<file path="src/rtl/pin_evt_pkg.sv">
package pin_evt_pkg;

    localparam int OPC_W   = 5;
    localparam int TBL_W   = 32;
    localparam int PAIR_BIT = 26;

    typedef enum logic [1:0] {
        CFG_TBL0 = 2'd0,
        CFG_TBL1 = 2'd1,
        CFG_STEP = 2'd2,
        CFG_NONE = 2'd3
    } cfg_addr_e;

    typedef enum logic [2:0] {
        OP_HOLD    = 3'd0,
        OP_INC     = 3'd1,
        OP_DEC     = 3'd2,
        OP_ADD     = 3'd3,
        OP_CLR     = 3'd4,
        OP_TOG     = 3'd5,
        OP_INC_TOG = 3'd6,
        OP_PUB     = 3'd7
    } op_e;

    function automatic op_e decode_op(input logic [OPC_W-1:0] code);
        if (code > OPC_W'(7)) return OP_HOLD;
        return op_e'(code[2:0]);
    endfunction

    function automatic logic [OPC_W-1:0] pick_field(input logic [TBL_W-1:0] word,
                                                    input logic [1:0] sel);
        return word[sel*OPC_W +: OPC_W];
    endfunction

endpackage

</file>
<file path="src/rtl/pin_evt_sync.sv">
module pin_evt_sync #(
    parameter int NPINS  = 2,
    parameter int STAGES = 2
) (
    input  logic             clk,
    input  logic             rst,
    input  logic [NPINS-1:0] pins_in,
    output logic [NPINS-1:0] cur_o,
    output logic [NPINS-1:0] prev_o
);
    for (genvar p = 0; p < NPINS; p++) begin : g_pin
        logic [STAGES-1:0] chain_q;
        logic              prev_q;
        always_ff @(posedge clk) begin
            if (rst) begin
                chain_q <= '0;
                prev_q  <= 1'b0;
            end else begin
                chain_q <= {chain_q[STAGES-2:0], pins_in[p]};
                prev_q  <= chain_q[STAGES-1];
            end
        end
        assign cur_o[p]  = chain_q[STAGES-1];
        assign prev_o[p] = prev_q;
    end
endmodule

</file>
<file path="src/rtl/pin_evt_cfg.sv">
module pin_evt_cfg
    import pin_evt_pkg::*;
#(
    parameter int ACC_W = 16
) (
    input  logic             clk,
    input  logic             rst,
    input  logic             we,
    input  logic [1:0]       addr,
    input  logic [TBL_W-1:0] wdata,
    input  logic [1:0]       sel,
    input  logic             state,
    output op_e              op_o,
    output logic [ACC_W-1:0] step_o,
    output logic             pair_o
);
    logic [TBL_W-1:0] tbl0_q, tbl1_q;
    logic [ACC_W-1:0] step_q;

    always_ff @(posedge clk) begin
        if (rst) begin
            tbl0_q <= '0;
            tbl1_q <= '0;
            step_q <= '0;
        end else if (we) begin
            unique case (cfg_addr_e'(addr))
                CFG_TBL0: tbl0_q <= wdata;
                CFG_TBL1: tbl1_q <= wdata;
                CFG_STEP: step_q <= wdata[ACC_W-1:0];
                default:  ;
            endcase
        end
    end

    always_comb begin
        op_o = decode_op(pick_field(state ? tbl1_q : tbl0_q, sel));
    end

    assign step_o = step_q;
    assign pair_o = tbl0_q[PAIR_BIT];
endmodule

</file>
<file path="src/rtl/pin_evt_core.sv">
module pin_evt_core
    import pin_evt_pkg::*;
#(
    parameter int ACC_W = 16
) (
    input  logic             clk,
    input  logic             rst,
    input  op_e              op,
    input  logic [ACC_W-1:0] step,
    output logic [ACC_W-1:0] acc_o,
    output logic [ACC_W-1:0] held_o,
    output logic             upd_o,
    output logic             state_o
);
    logic [ACC_W-1:0] acc_q, held_q;
    logic             state_q, upd_q;

    always_ff @(posedge clk) begin
        if (rst) begin
            acc_q   <= '0;
            held_q  <= '0;
            state_q <= 1'b0;
            upd_q   <= 1'b0;
        end else begin
            upd_q <= 1'b0;
            unique case (op)
                OP_INC:     acc_q <= acc_q + ACC_W'(1);
                OP_DEC:     acc_q <= acc_q - ACC_W'(1);
                OP_ADD:     acc_q <= acc_q + step;
                OP_CLR:     acc_q <= '0;
                OP_TOG:     state_q <= ~state_q;
                OP_INC_TOG: begin
                    acc_q   <= acc_q + ACC_W'(1);
                    state_q <= ~state_q;
                end
                OP_PUB: begin
                    held_q <= acc_q;
                    upd_q  <= 1'b1;
                end
                default: ;
            endcase
        end
    end

    assign acc_o   = acc_q;
    assign held_o  = held_q;
    assign upd_o   = upd_q;
    assign state_o = state_q;

    assert_hold_R5: assert property (@(posedge clk) disable iff (rst)
        (op == OP_HOLD) |=> (acc_q == $past(acc_q) && state_q == $past(state_q)));
    assert_inc_R5: assert property (@(posedge clk) disable iff (rst)
        (op == OP_INC) |=> (acc_q == $past(acc_q) + ACC_W'(1)));
    assert_clear_R5: assert property (@(posedge clk) disable iff (rst)
        (op == OP_CLR) |=> (acc_q == '0));
    assert_toggle_R7: assert property (@(posedge clk) disable iff (rst)
        (op == OP_TOG || op == OP_INC_TOG) |=> (state_q != $past(state_q)));
    assert_publish_R8: assert property (@(posedge clk) disable iff (rst)
        (op == OP_PUB) |=> (upd_q && held_q == $past(acc_q) && acc_q == $past(acc_q)));
    assert_quiet_R8: assert property (@(posedge clk) disable iff (rst)
        (op != OP_PUB) |=> !upd_q);
endmodule

</file>
<file path="src/rtl/pin_evt_seq.sv">
module pin_evt_seq
    import pin_evt_pkg::*;
#(
    parameter int ACC_W   = 16,
    parameter int SYNC_ST = 2
) (
    input  logic             clk,
    input  logic             rst,
    input  logic             pin_a,
    input  logic             pin_b,
    input  logic             cfg_we,
    input  logic [1:0]       cfg_addr,
    input  logic [31:0]      cfg_wdata,
    output logic [ACC_W-1:0] acc_o,
    output logic [ACC_W-1:0] held_o,
    output logic             upd_o,
    output logic             state_o
);
    localparam int NPINS = 2;

    logic [NPINS-1:0] cur, prev;
    logic [1:0]       sel;
    logic             pair;
    op_e              op;
    logic [ACC_W-1:0] step;

    pin_evt_sync #(.NPINS(NPINS), .STAGES(SYNC_ST)) u_sync (
        .clk(clk), .rst(rst), .pins_in({pin_b, pin_a}),
        .cur_o(cur), .prev_o(prev)
    );

    always_comb begin
        sel = {pair ? cur[1] : prev[0], cur[0]};
    end

    pin_evt_cfg #(.ACC_W(ACC_W)) u_cfg (
        .clk(clk), .rst(rst), .we(cfg_we), .addr(cfg_addr), .wdata(cfg_wdata),
        .sel(sel), .state(state_o), .op_o(op), .step_o(step), .pair_o(pair)
    );

    pin_evt_core #(.ACC_W(ACC_W)) u_core (
        .clk(clk), .rst(rst), .op(op), .step(step),
        .acc_o(acc_o), .held_o(held_o), .upd_o(upd_o), .state_o(state_o)
    );

    assert_edge_sel_R2: assert property (@(posedge clk) disable iff (rst)
        !pair |-> (sel[1] == $past(sel[0])));
endmodule

</file>
<file path="config.mk">
export PLATFORM = sky130hd
export DESIGN_NAME = pin_evt_seq
export DESIGN_NICKNAME = d
export VERILOG_FILES = /design/src/rtl/pin_evt_pkg.sv /design/src/rtl/pin_evt_sync.sv /design/src/rtl/pin_evt_cfg.sv /design/src/rtl/pin_evt_core.sv /design/src/rtl/pin_evt_seq.sv
export SDC_FILE = /design/constraint.sdc
export NUM_CORES = 1
export LEC_CHECK = 0
export BUFFER_PORTS_ARGS = -buffer_cell sky130_fd_sc_hd__buf_2
export CORE_MARGIN = 5
export CORE_UTILIZATION = 45
export CTS_CLUSTER_DIAMETER = 40
export DETAILED_ROUTE_END_ITERATION = 8
export HOLD_SLACK_MARGIN = 0.12
export PLACE_DENSITY = 0.74
export SLEW_MARGIN = 20
export SYNTH_ARGS = -nofsm -noshare
export SYNTH_HDL_FRONTEND = slang
export SYNTH_SLANG_ARGS = --single-unit
</file>
<file path="constraint.sdc">
create_clock -name clk -period 5.52 [get_ports clk]
set_clock_uncertainty 0.1 [all_clocks]
set_input_delay 1.104 -clock clk [delete_from_list [all_inputs] [get_ports clk]]
set_output_delay 1.104 -clock clk [all_outputs]
set_load 0.02 [all_outputs]
</file>
==> results.cfg <==
[run_status]
outcome = complete, no violations

[timing]
rsz0062_at_grt = no
finalSetupViolCount = 0
setup_ws_ns = 0.3867
max_freq_mhz = 194.8
worst_slew_pin_slew_ns = 0.7925
finalHoldViolCount = 0
max-slew-margin-rel_pct = 47.01
period_share_pct = 93.00
fin_setup_tns_ns = 0
slew_violations = 0
period_minus_slack_ns = 5.133

[grt]
grt_max_degree = 63
antenna_found_initial = 0
grt_pass1_wl_mm = 16.65
track_usage_pct = 17.58
grt-ovfl-total = 0
grt_pass1_vias = 3430

[place]
hpwl_mm = 7.293
io_buffer_count = 61
pre_cts_slack_ns = 0.4348
gp_congestion = 0.8305

[cts]
cts_setup_buffers = 0
cts-root-buf = clkbuf_8
clkSlewWorstSetupHoldPaths_ns = 0.09
ctsResizeCount = 0
cts_tree = done
clock-sinks = 96
cts_hold_buf = 0
clockBufferDepth = 2
h-tree-depth = 3
numCtsBuffers = 9
worstSkewPairLatency_ns = 0.36

[synth]
syn-num-nets = 576
synth.avg_cell_area_um2 = 8.674
yosys_warnings = 0
yosysTopAreaCell = dfxtp_1
synth_top_flop_cell = dfxtp_1
synth_cell_types = 50
syn_inst = 521
netlist_top_cells_area = dfxtp_1 (43%), nand2_1 (10%), a21oi_1 (7.5%)
ys_seq_area_share_pct = 42.52
synth-seq-cells = 96
synth_area_um2 = 4519
synth-async-reset-ratio_pct = 0
yosysTopAreaCellShare_pct = 42.52
synth_edf_count = 0

[setup_path]
crit_required_ns = 5.71
path_max_fanout = 15
cpPeakStageDelay_ns = 0.78
timing.rr.start = u_sync.g_pin[0].chain_q[1]
r2r_end = u_core.acc_o[15]
crit_path_end_kind = flip-flop
r2r_slack_ns = 0.39
cp_cell_sequence = mux4_2, mux2_4, or3_1, o21a_1, ha_1, a21oi_1, and4b_1, o41ai_2, a32oi_1, a221oi_1, xor2_1, mux2_2, a21oi_1
startpoint_type = flip-flop
worstSetupPathType = reg -> reg
path_common_cell = a21oi_1
crit_slowest_cell = dfxtp_1
worstPathArrival_ns = 5.33
worstRegToRegCells = 13

[die]
start_util_pct = 46.24
ios = 73
core-area_um2 = 9774
die_h_um = 110.2
num_rows = 36
die_area_um2 = 12150
die_x_um = 110.2

[final_layout]
syn_to_final_growth_pct = 11.46
layout_common_cells = nand2_1 (122), dfxtp_1 (96), a21oi_1 (68)
final_common_cell = nand2_1
fin_nets = 619
drive_gt1_share_pct = 18.49
antenna_cells = 0

[routing]
vias = 3677
routedWlPerCell_um = 14.45
drt-total-wl_mm = 10.13
firstDrtPassIters = 4
drt-initial-drc-count = 235
vias_per_cell = 5.245
ant_nets = 0
drc = 0

[run]
drv_cap = 0

[hold_path]
min_to = u_sync.g_pin[1].chain_q[1]
min_path_cells = 1
hp-class = reg -> reg
hold_start = u_sync.g_pin[1].chain_q[0]

[pwr]
cellLeakagePower_uw = 0.001930
power_density_nw_per_um2 = 297.2
worst_ir_drop_vdd_mv = 0.1487
-- final cells by class --
| type | instances | area, µm² |
|---|---|---|
| flip-flops and latches | 96 | 1922 |
| well taps | 133 | 166.4 |
| repair buffers | 64 | 330.3 |
| clock buffers | 12 | 145.1 |
| fillers | 945 | 4737 |
| inverters | 7 | 26.28 |
| multi-input cells | 386 | 2405 |
| clock inverters | 3 | 42.54 |
-- sequential cells by signal, summed over array words and instances, names as in the netlist --
signal and flops:
u_sync.g_pin.prev_q 1, u_cfg.tbl0_q 21, u_cfg.tbl1_q 20, u_cfg.step_o 16, u_core.state_o 1, u_core.acc_o 16, u_core.upd_o 1, u_sync.g_pin.chain_q 4
u_core.held_o 16
-- worst max-delay path: cells and delay by family (launching register included) --
family                     cells  cell delay, ns
AOI/OAI and AO/OA              6            1.61
xor gates and xnor gates       1            0.20
adders and majority gates      1            0.26
DFF                            1            0.78
muxes                          3            1.29
and+or+nand+nor                2            0.82
-- layer usage --
layer  vias to the layer above  track usage (%)  routed length (µm)
met5                         -                0                   0
met4                         0            4.310                 126
met3                        12            3.902                 562
met2                        93            28.12                4574
met1                      1711            24.19                4863
li1                       1861                -                   -
-- metrics by stage --
step / total power, µW / util (%) / cell area [µm²] / hold WS [ns] / std cells
6_report: 1497 / 51.54 / 5037 / 0.3453 / 701
5_1_grt: 1582 / 51.54 / 5037 / 0.3578 / 701
4_1_cts: 1509 / 51.51 / 5035 / 0.3523 / 701
3_5_place_dp: 1067 / 49.59 / 4847 / 0.3438 / 686
3_3_place_gp: 1055 / 49.59 / 4847 / 0.3272 / 686
2_1_floorplan: 995.9 / - / 4519 / 0.3138 / 521
-- power breakdown --
group / internal (µW) / leakage (µW) / switching, µW
clock network: 219 / 0.0000925 / 226
logic: 133 / 0.00106 / 177
registers: 718 / 0.000779 / 24.1
-- synth_stat cells, drive strengths merged, types with 7 or more instances --
cell type / number
buf: 9
a21oi: 70
nand2: 122
nor2: 43
dfxtp: 96
nor2b: 9
o21a: 14
nor3: 7
ha: 15
o21ai: 12
mux4: 7
inv: 7
mux2i: 18
a22oi: 13
clkbuf: 23
xor2: 7
-- logic make-up (layout without fill, tap and decap cells) --
| kind of cell | after synthesis | after routing | synth area share (%) |
|---|---|---|---|
| xor+xnor | 13 | 13 | 2.519 |
| fa+ha+maj | 16 | 16 | 4.596 |
| mux | 30 | 30 | 8.887 |
| compound gates | 123 | 123 | 17.47 |
| flops | 96 | 96 | 42.52 |
| simple gates | 204 | 204 | 19.63 |
| buf+inv | 39 | 86 | 4.374 |
-- worst max path at each step --
stage,slack (ns),depth (start not counted),to,from
floorplan,1.20,15,u_core.acc_o[15],u_core.state_o
global placement,0.52,13,u_core.acc_o[15],u_sync.g_pin[0].chain_q[1]
detailed placement,0.43,13,u_core.acc_o[15],u_sync.g_pin[0].chain_q[1]
CTS,0.38,13,u_core.acc_o[15],u_sync.g_pin[0].chain_q[1]
global route,0.09,13,u_core.acc_o[15],u_sync.g_pin[0].chain_q[1]
finish,0.39,13,u_core.acc_o[15],u_sync.g_pin[0].chain_q[1]
No activity file was read; power rests on OpenSTA's default activity.
